[config.mk]
export PLATFORM = sky130hd
export DESIGN_NAME = sar_ctl_top
export DESIGN_NICKNAME = d
export VERILOG_FILES = /design/src/rtl/sar_ctl_pkg.sv /design/src/rtl/sar_sync.sv /design/src/rtl/sar_start_det.sv /design/src/rtl/sar_step_div.sv /design/src/rtl/sar_engine.sv /design/src/rtl/sar_read_port.sv /design/src/rtl/sar_ctl_top.sv
export SDC_FILE = /design/constraint.sdc
export NUM_CORES = 1
export LEC_CHECK = 0
export ABC_AREA = 0
export CAP_MARGIN = 40
export CORE_MARGIN = 10
export CORE_UTILIZATION = 55
export CTS_BUF_LIST = sky130_fd_sc_hd__clkbuf_4 sky130_fd_sc_hd__clkbuf_8 sky130_fd_sc_hd__clkbuf_16
export CTS_CLUSTER_DIAMETER = 200
export DETAILED_ROUTE_END_ITERATION = 10
export DONT_BUFFER_PORTS = 1
export PLACE_DENSITY = 0.7
export SLEW_MARGIN = 20
export SYNTH_ARGS = -nofsm -noshare
export SYNTH_HDL_FRONTEND = slang
export SYNTH_SLANG_ARGS = --single-unit
[constraint.sdc]
create_clock -name clk -period 3.45 [get_ports clk]
set_input_delay 0.69 -clock clk [delete_from_list [all_inputs] [get_ports clk]]
set_output_delay 0.69 -clock clk [all_outputs]
set_load 0.005 [all_outputs]
[src/rtl/sar_ctl_pkg.sv]
package sar_ctl_pkg;
  localparam int DEF_RES_BITS = 12;
  localparam int DEF_BUS_BITS = 8;
  localparam int DEF_STEP_DIV = 4;
  localparam int DEF_SYNC_STAGES = 2;

  typedef enum logic [1:0] {
    ST_IDLE = 2'd0,
    ST_RUN  = 2'd1,
    ST_EOC  = 2'd2
  } seq_state_e;
endpackage

[src/rtl/sar_sync.sv]
module sar_sync #(
  parameter int W = 1,
  parameter int STAGES = 2,
  parameter logic [W-1:0] RST_VAL = '0
) (
  input  logic         clk,
  input  logic         rst_n,
  input  logic [W-1:0] d_i,
  output logic [W-1:0] q_o
);
  logic [W-1:0] stg_q [STAGES];

  generate
    for (genvar s = 0; s < STAGES; s++) begin : g_stage
      if (s == 0) begin : g_first
        always_ff @(posedge clk or negedge rst_n) begin
          if (!rst_n) stg_q[s] <= RST_VAL;
          else        stg_q[s] <= d_i;
        end
      end else begin : g_next
        always_ff @(posedge clk or negedge rst_n) begin
          if (!rst_n) stg_q[s] <= RST_VAL;
          else        stg_q[s] <= stg_q[s-1];
        end
      end
    end
  endgenerate

  assign q_o = stg_q[STAGES-1];
endmodule

[src/rtl/sar_start_det.sv]
module sar_start_det (
  input  logic clk,
  input  logic rst_n,
  input  logic ce_i,
  input  logic cs_i,
  input  logic rc_i,
  input  logic busy_i,
  output logic start_o
);
  logic conv_pred;
  logic pred_q;

  assign conv_pred = ce_i & ~cs_i & ~rc_i;

  always_ff @(posedge clk or negedge rst_n) begin
    if (!rst_n) pred_q <= 1'b0;
    else        pred_q <= conv_pred;
  end

  assign start_o = conv_pred & ~pred_q & ~busy_i;
endmodule

[src/rtl/sar_step_div.sv]
module sar_step_div #(
  parameter int STEP_DIV = 4
) (
  input  logic clk,
  input  logic rst_n,
  input  logic clr_i,
  input  logic run_i,
  output logic step_o
);
  localparam int CW = (STEP_DIV > 1) ? $clog2(STEP_DIV) : 1;
  localparam logic [CW-1:0] LAST = CW'(STEP_DIV - 1);

  logic [CW-1:0] cnt_q, cnt_d;
  logic          cnt_en;

  assign step_o = run_i && (cnt_q == LAST);
  assign cnt_en = clr_i | run_i;

  always_comb begin
    cnt_d = cnt_q;
    if (clr_i)                cnt_d = '0;
    else if (cnt_q == LAST)   cnt_d = '0;
    else                      cnt_d = cnt_q + CW'(1);
  end

  always_ff @(posedge clk or negedge rst_n) begin
    if (!rst_n)      cnt_q <= '0;
    else if (cnt_en) cnt_q <= cnt_d;
  end
endmodule

[src/rtl/sar_engine.sv]
module sar_engine
  import sar_ctl_pkg::*;
#(
  parameter int RES_BITS = DEF_RES_BITS
) (
  input  logic                clk,
  input  logic                rst_n,
  input  logic                start_i,
  input  logic                step_i,
  input  logic                cmp_i,
  output logic                busy_o,
  output logic                run_o,
  output logic [RES_BITS-1:0] trial_o,
  output logic [RES_BITS-1:0] result_o
);
  localparam int IW = $clog2(RES_BITS);
  localparam logic [IW-1:0] TOP_IDX = IW'(RES_BITS - 1);

  seq_state_e          state_q, state_d;
  logic [IW-1:0]       idx_q, idx_d;
  logic [RES_BITS-1:0] sar_q, sar_d;
  logic [RES_BITS-1:0] res_q, res_d;
  logic                last_step;

  assign last_step = (state_q == ST_RUN) && step_i && (idx_q == '0);

  always_comb begin
    state_d = state_q;
    idx_d   = idx_q;
    sar_d   = sar_q;
    res_d   = res_q;
    case (state_q)
      ST_IDLE: begin
        if (start_i) begin
          state_d = ST_RUN;
          sar_d   = '0;
          idx_d   = TOP_IDX;
        end
      end
      ST_RUN: begin
        if (step_i) begin
          sar_d[idx_q] = cmp_i;
          if (idx_q == '0) begin
            state_d = ST_EOC;
            res_d   = sar_d;
          end else begin
            idx_d = idx_q - IW'(1);
          end
        end
      end
      ST_EOC:  state_d = ST_IDLE;
      default: state_d = ST_IDLE;
    endcase
  end

  always_ff @(posedge clk or negedge rst_n) begin
    if (!rst_n) begin
      state_q <= ST_IDLE;
      idx_q   <= '0;
      sar_q   <= '0;
      res_q   <= '0;
    end else begin
      state_q <= state_d;
      idx_q   <= idx_d;
      sar_q   <= sar_d;
      res_q   <= res_d;
    end
  end

  assign busy_o   = (state_q != ST_IDLE);
  assign run_o    = (state_q == ST_RUN);
  assign trial_o  = (state_q == ST_RUN) ? (sar_q | (RES_BITS'(1) << idx_q)) : sar_q;
  assign result_o = res_q;

  AST_SAR_CLEARED: assert property (@(posedge clk) disable iff (!rst_n)
    (start_i && state_q == ST_IDLE) |=> (sar_q == '0 && idx_q == TOP_IDX));
  AST_STATUS_RISE: assert property (@(posedge clk) disable iff (!rst_n)
    start_i |=> busy_o);
  AST_EOC_BEFORE_FALL: assert property (@(posedge clk) disable iff (!rst_n)
    $fell(busy_o) |-> $past(state_q == ST_EOC));
  AST_LATCH_HELD: assert property (@(posedge clk) disable iff (!rst_n)
    !last_step |=> $stable(res_q));
  AST_NO_RESTART: assert property (@(posedge clk) disable iff (!rst_n)
    (state_q == ST_RUN && !step_i) |=> (state_q == ST_RUN && $stable(idx_q)));
endmodule

[src/rtl/sar_read_port.sv]
module sar_read_port #(
  parameter int RES_BITS = 12,
  parameter int BUS_BITS = 8
) (
  input  logic                clk,
  input  logic                rst_n,
  input  logic                ce_i,
  input  logic                cs_i,
  input  logic                rc_i,
  input  logic                a0_i,
  input  logic                busy_i,
  input  logic [RES_BITS-1:0] result_i,
  output logic [BUS_BITS-1:0] db_o,
  output logic                oe_o
);
  localparam int LSB_BITS = RES_BITS - BUS_BITS;

  logic                read_ok;
  logic [BUS_BITS-1:0] db_d, db_q;
  logic                oe_q, sel_q;

  assign read_ok = rc_i & ~busy_i & ce_i & ~cs_i;

  always_comb begin
    if (!read_ok)  db_d = '0;
    else if (a0_i) db_d = BUS_BITS'(result_i[LSB_BITS-1:0]);
    else           db_d = result_i[RES_BITS-1 -: BUS_BITS];
  end

  always_ff @(posedge clk or negedge rst_n) begin
    if (!rst_n) begin
      oe_q  <= 1'b0;
      db_q  <= '0;
      sel_q <= 1'b0;
    end else begin
      oe_q  <= read_ok;
      db_q  <= db_d;
      sel_q <= a0_i;
    end
  end

  assign db_o = db_q;
  assign oe_o = oe_q;

  AST_BUS_QUIET_BUSY: assert property (@(posedge clk) disable iff (!rst_n)
    oe_q |-> !busy_i);
  AST_NIBBLE_ZERO: assert property (@(posedge clk) disable iff (!rst_n)
    (oe_q && sel_q) |-> (db_q[BUS_BITS-1:LSB_BITS] == '0));
endmodule

[src/rtl/sar_ctl_top.sv]
module sar_ctl_top
  import sar_ctl_pkg::*;
#(
  parameter int RES_BITS = DEF_RES_BITS,
  parameter int BUS_BITS = DEF_BUS_BITS,
  parameter int STEP_DIV = DEF_STEP_DIV,
  parameter int SYNC_STAGES = DEF_SYNC_STAGES
) (
  input  logic                clk,
  input  logic                rst_n,
  input  logic                ce_i,
  input  logic                cs_i,
  input  logic                rc_i,
  input  logic                a0_i,
  input  logic                cmp_i,
  output logic [RES_BITS-1:0] dac_code_o,
  output logic                busy_o,
  output logic [BUS_BITS-1:0] db_o,
  output logic                db_oe_o
);
  logic rst_meta_q, rst_sn;

  always_ff @(posedge clk or negedge rst_n) begin
    if (!rst_n) begin
      rst_meta_q <= 1'b0;
      rst_sn     <= 1'b0;
    end else begin
      rst_meta_q <= 1'b1;
      rst_sn     <= rst_meta_q;
    end
  end

  logic [3:0] ctl_raw, ctl_s;
  logic       ce_s, cs_s, rc_s, a0_s;
  logic       start, step, busy, run;
  logic [RES_BITS-1:0] result;

  assign ctl_raw = {ce_i, cs_i, rc_i, a0_i};
  assign {ce_s, cs_s, rc_s, a0_s} = ctl_s;

  sar_sync #(.W(4), .STAGES(SYNC_STAGES), .RST_VAL(4'b0110)) i_sync (
    .clk(clk), .rst_n(rst_sn), .d_i(ctl_raw), .q_o(ctl_s)
  );

  sar_start_det i_start (
    .clk(clk), .rst_n(rst_sn), .ce_i(ce_s), .cs_i(cs_s), .rc_i(rc_s),
    .busy_i(busy), .start_o(start)
  );

  sar_step_div #(.STEP_DIV(STEP_DIV)) i_div (
    .clk(clk), .rst_n(rst_sn), .clr_i(start), .run_i(run), .step_o(step)
  );

  sar_engine #(.RES_BITS(RES_BITS)) i_engine (
    .clk(clk), .rst_n(rst_sn), .start_i(start), .step_i(step), .cmp_i(cmp_i),
    .busy_o(busy), .run_o(run), .trial_o(dac_code_o), .result_o(result)
  );

  sar_read_port #(.RES_BITS(RES_BITS), .BUS_BITS(BUS_BITS)) i_read (
    .clk(clk), .rst_n(rst_sn), .ce_i(ce_s), .cs_i(cs_s), .rc_i(rc_s), .a0_i(a0_s),
    .busy_i(busy), .result_i(result), .db_o(db_o), .oe_o(db_oe_o)
  );

  assign busy_o = busy;

  AST_START_NEEDS_LEVELS: assert property (@(posedge clk) disable iff (!rst_sn)
    start |-> (ce_s && !cs_s && !rc_s));
  AST_DISABLED_NO_START: assert property (@(posedge clk) disable iff (!rst_sn)
    (!ce_s || cs_s) |=> !$rose(busy));
endmodule

==> reports/metrics.cfg <==
[outcome]
status = finished, final reports clean

[timing]
slew_headroom_pct = 45.8
skew_ns = 0.00559
final_hold_viol_count = 0
setup_viol = 0
hold_slack_ns = 0.0703
tns_ns = 0
grt_setup_unrepaired = no
slew_viol_final = 0
finalCritPeriodShare_pct = 73.5
tightest_slew_ns = 0.813
fin_crit_ns = 2.54
fmax_mhz = 394

[setup_path]
crit_path_max_fanout = 9
cpMaxStageDelayCell = nor2b_1
r2r-end = i_engine.result_o[2]
critical_path_required_ns = 2.76
critPathMaxStageDelay_ns = 0.61
path_buf_inv = 0
cp-startpoint = i_engine.state_q[0]
r2r_start = i_engine.idx_q[0]
ff2ff_path_depth = 5
cp_data_arrival_time_ns = 1.85
path_class = reg2out
worstSetupStartpointType = flop
path_cells = nor2b_1, and2_1, a21o_1
worstSetupEndpointType = output pin
cpLargestDelayFamily = simple AND/OR/NAND/NOR gates
rrSetupSlack_ns = 1.35
crit_end = dac_code_o[5]
cp.depth = 3

[yosys]
synthCells = 223
synth_common_cells = dfrtp_1 (48), nand3_1 (27), mux2_1 (17)
yosys.area.top_type = dfrtp_1
synth_edf_count = 0
yosysTopAreaCellShare_pct = 45.6
synth_ff_type = dfrtp_1
synth_area_leaders = dfrtp_1 (46%), mux2_1 (7.3%), nand3_1 (5.1%)
yosysSeqAreaShare_pct = 49.6
synth_seq_cells = 52
syn_area_um2 = 2630
syn_nets = 236
async_reset_ff_share_pct = 100
syn_area_per_cell_um2 = 11.8
yosysMostFrequentCell = dfrtp_1
yosysUniqueCellTypes = 49
ys_warn_count = 0

[detailed_routing]
wirelength_um = 5640
drtPass1Iterations = 4
vias = 1740
viasPerCell = 6.40
drt_iter0_drc = 139
detail_route.wl_per_cell_um = 20.7
ant_nets = 0
remaining_drc_errors = 0

[power_and_ir_drop]
power.share.sequential_pct = 44.1
irDropWorstVdd_v = 0.000346
leakagePower_nw = 1.32
switching_share_pct = 39.3
p_int_w = 0.00126
power_w = 0.00208
power_frac_comb_pct = 38.4
p_clk_share_pct = 17.5
powerDensity_nw_per_um2 = 749
netSwitchingPower_w = 0.000819

[clocking]
cts_buffers = 5
cts.sinks = 52
cts_tree = yes
cts.clk_slew.worst_paths_ns = 0.09
clk_path_buf_depth = 2
postCtsResizedCells = 0
clk_latency_ns = 0.30
cts_setup_buffers = 0
hold_buffers = 0
cts_max_level = 2
cts-root-buf = clkbuf_8

[die]
die_x_um = 89.2
row_count = 25
dieArea_um2 = 7950
io_pins = 29
die_h_um = 89.2
start_util_pct = 56.1
coreArea_um2 = 4690

[grt]
grt_overflow = 0
grt_util_all_layers_pct = 14.8
grt_pass1_wl_um = 9090
antenna_found_initial = 0
grt_max_degree = 35
grt_pass1_vias = 1746

[cells_and_area]
drive_gt1_share_pct = 18.8
stdcell_count = 272
diodes = 0
fin_nets = 230
syn2layout_area_growth_pct = 5.61
fillCellCount = 380

[placed_design]
post-dp-hpwl_um = 3960
gp_congestion = 0.939
portBuffers = 0
dp.cells = 262

[flow_run]
maxCapViolCount = 0

[worst_hold_path]
hp-class = in2async

-- worst min path at each step --
stage / to / startpoint / slack (ns) / cells after the start
finish: rst_sn / rst_n / 0.07 / 0
global route: rst_sn / rst_n / 0.05 / 0
CTS: rst_sn / rst_n / 0.06 / 0
detailed placement: i_sync.q_o[0] / i_sync.stg_q[4] / 0.34 / 0
global placement: i_sync.q_o[0] / i_sync.stg_q[4] / 0.34 / 0
floorplan: i_sync.q_o[0] / i_sync.stg_q[4] / 0.33 / 0
-- cells in the final DEF, fill, tap and decap left out, types with 2 or more instances in the layout --
cell and count:
a21o_1 9, a21oi_1 2, a31o_2 2, buf_16 2
clkbuf_8 6, dfrtp_1 47, dfstp_2 4, ha_1 6
inv_1 4, mux2_1 17, mux2_2 6, mux2_4 2
mux2i_1 4, nand2_1 5, nand3_1 27, nand3b_1 12
nor2_1 7, nor2b_1 3, nor3_1 2, nor3b_1 8
o211ai_1 3, o211ai_2 9, o21bai_1 3
-- state kept, by name, indices dropped and copies added, names as in the netlist --
name and count:
i_div.cnt_q 2, i_sync.stg_q 4, i_engine.sar_q 12, rst_meta_q 1, rst_sn 1, i_read.oe_o 1, i_sync.q_o 4, i_engine.state_q 2
i_engine.result_o 12, i_engine.idx_q 4, i_read.db_o 8, i_start.pred_q 1
-- metal layers --
layer	routed length, µm	global-route usage (%)	vias up
li1	-	-	799
met1	2450	18.2	878
met2	2660	23.8	55
met3	421	4.56	8
met4	104	5.92	0
met5	0	0	-
-- power groups by stage --
stage          Sequential [W]  Clock, W  Combinational, W
2_1_floorplan        0.000842         0          0.000687
3_3_place_gp         0.000920         0          0.000749
3_5_place_dp         0.000930         0          0.000777
4_1_cts              0.000919  0.000374          0.000781
5_1_grt              0.000945  0.000397          0.000883
6_report             0.000920  0.000364          0.000800
-- cell families (layout without fill, tap and decap cells) --
group | Yosys count | after routing | share of synthesized area (%)
AOI/OAI and AO/OA | 38 | 38 | 12.9
adders and majority gates | 6 | 6 | 2.85
buffers and inverters | 21 | 16 | 4.28
DFF | 52 | 52 | 49.6
muxes | 29 | 29 | 12.5
other | 1 | 1 | 0.142
and+or+nand+nor | 76 | 76 | 17.7
-- stage by stage --
stage | utilization, % | setup WS, ns | instance area [µm²]
2_1_floorplan | - | 1.50 | 2630
3_3_place_gp | 55.7 | 1.27 | 2610
3_5_place_dp | 56.2 | 1.24 | 2640
4_1_cts | 58.3 | 0.911 | 2740
5_1_grt | 59.3 | 0.744 | 2780
6_report | 59.3 | 0.914 | 2780
-- final cells by class --
type	instances	area [µm²]	area share [%]
flip-flops and latches	52	1310	47.0
repair buffers	4	77.6	2.79
multi-input cells	150	1210	43.7
clock inverters	1	8.76	0.315
inverters	4	15.0	0.540
clock buffers	7	90.1	3.24
well taps	54	67.6	2.43
Note: power is estimated with default switching activity, not from simulation.
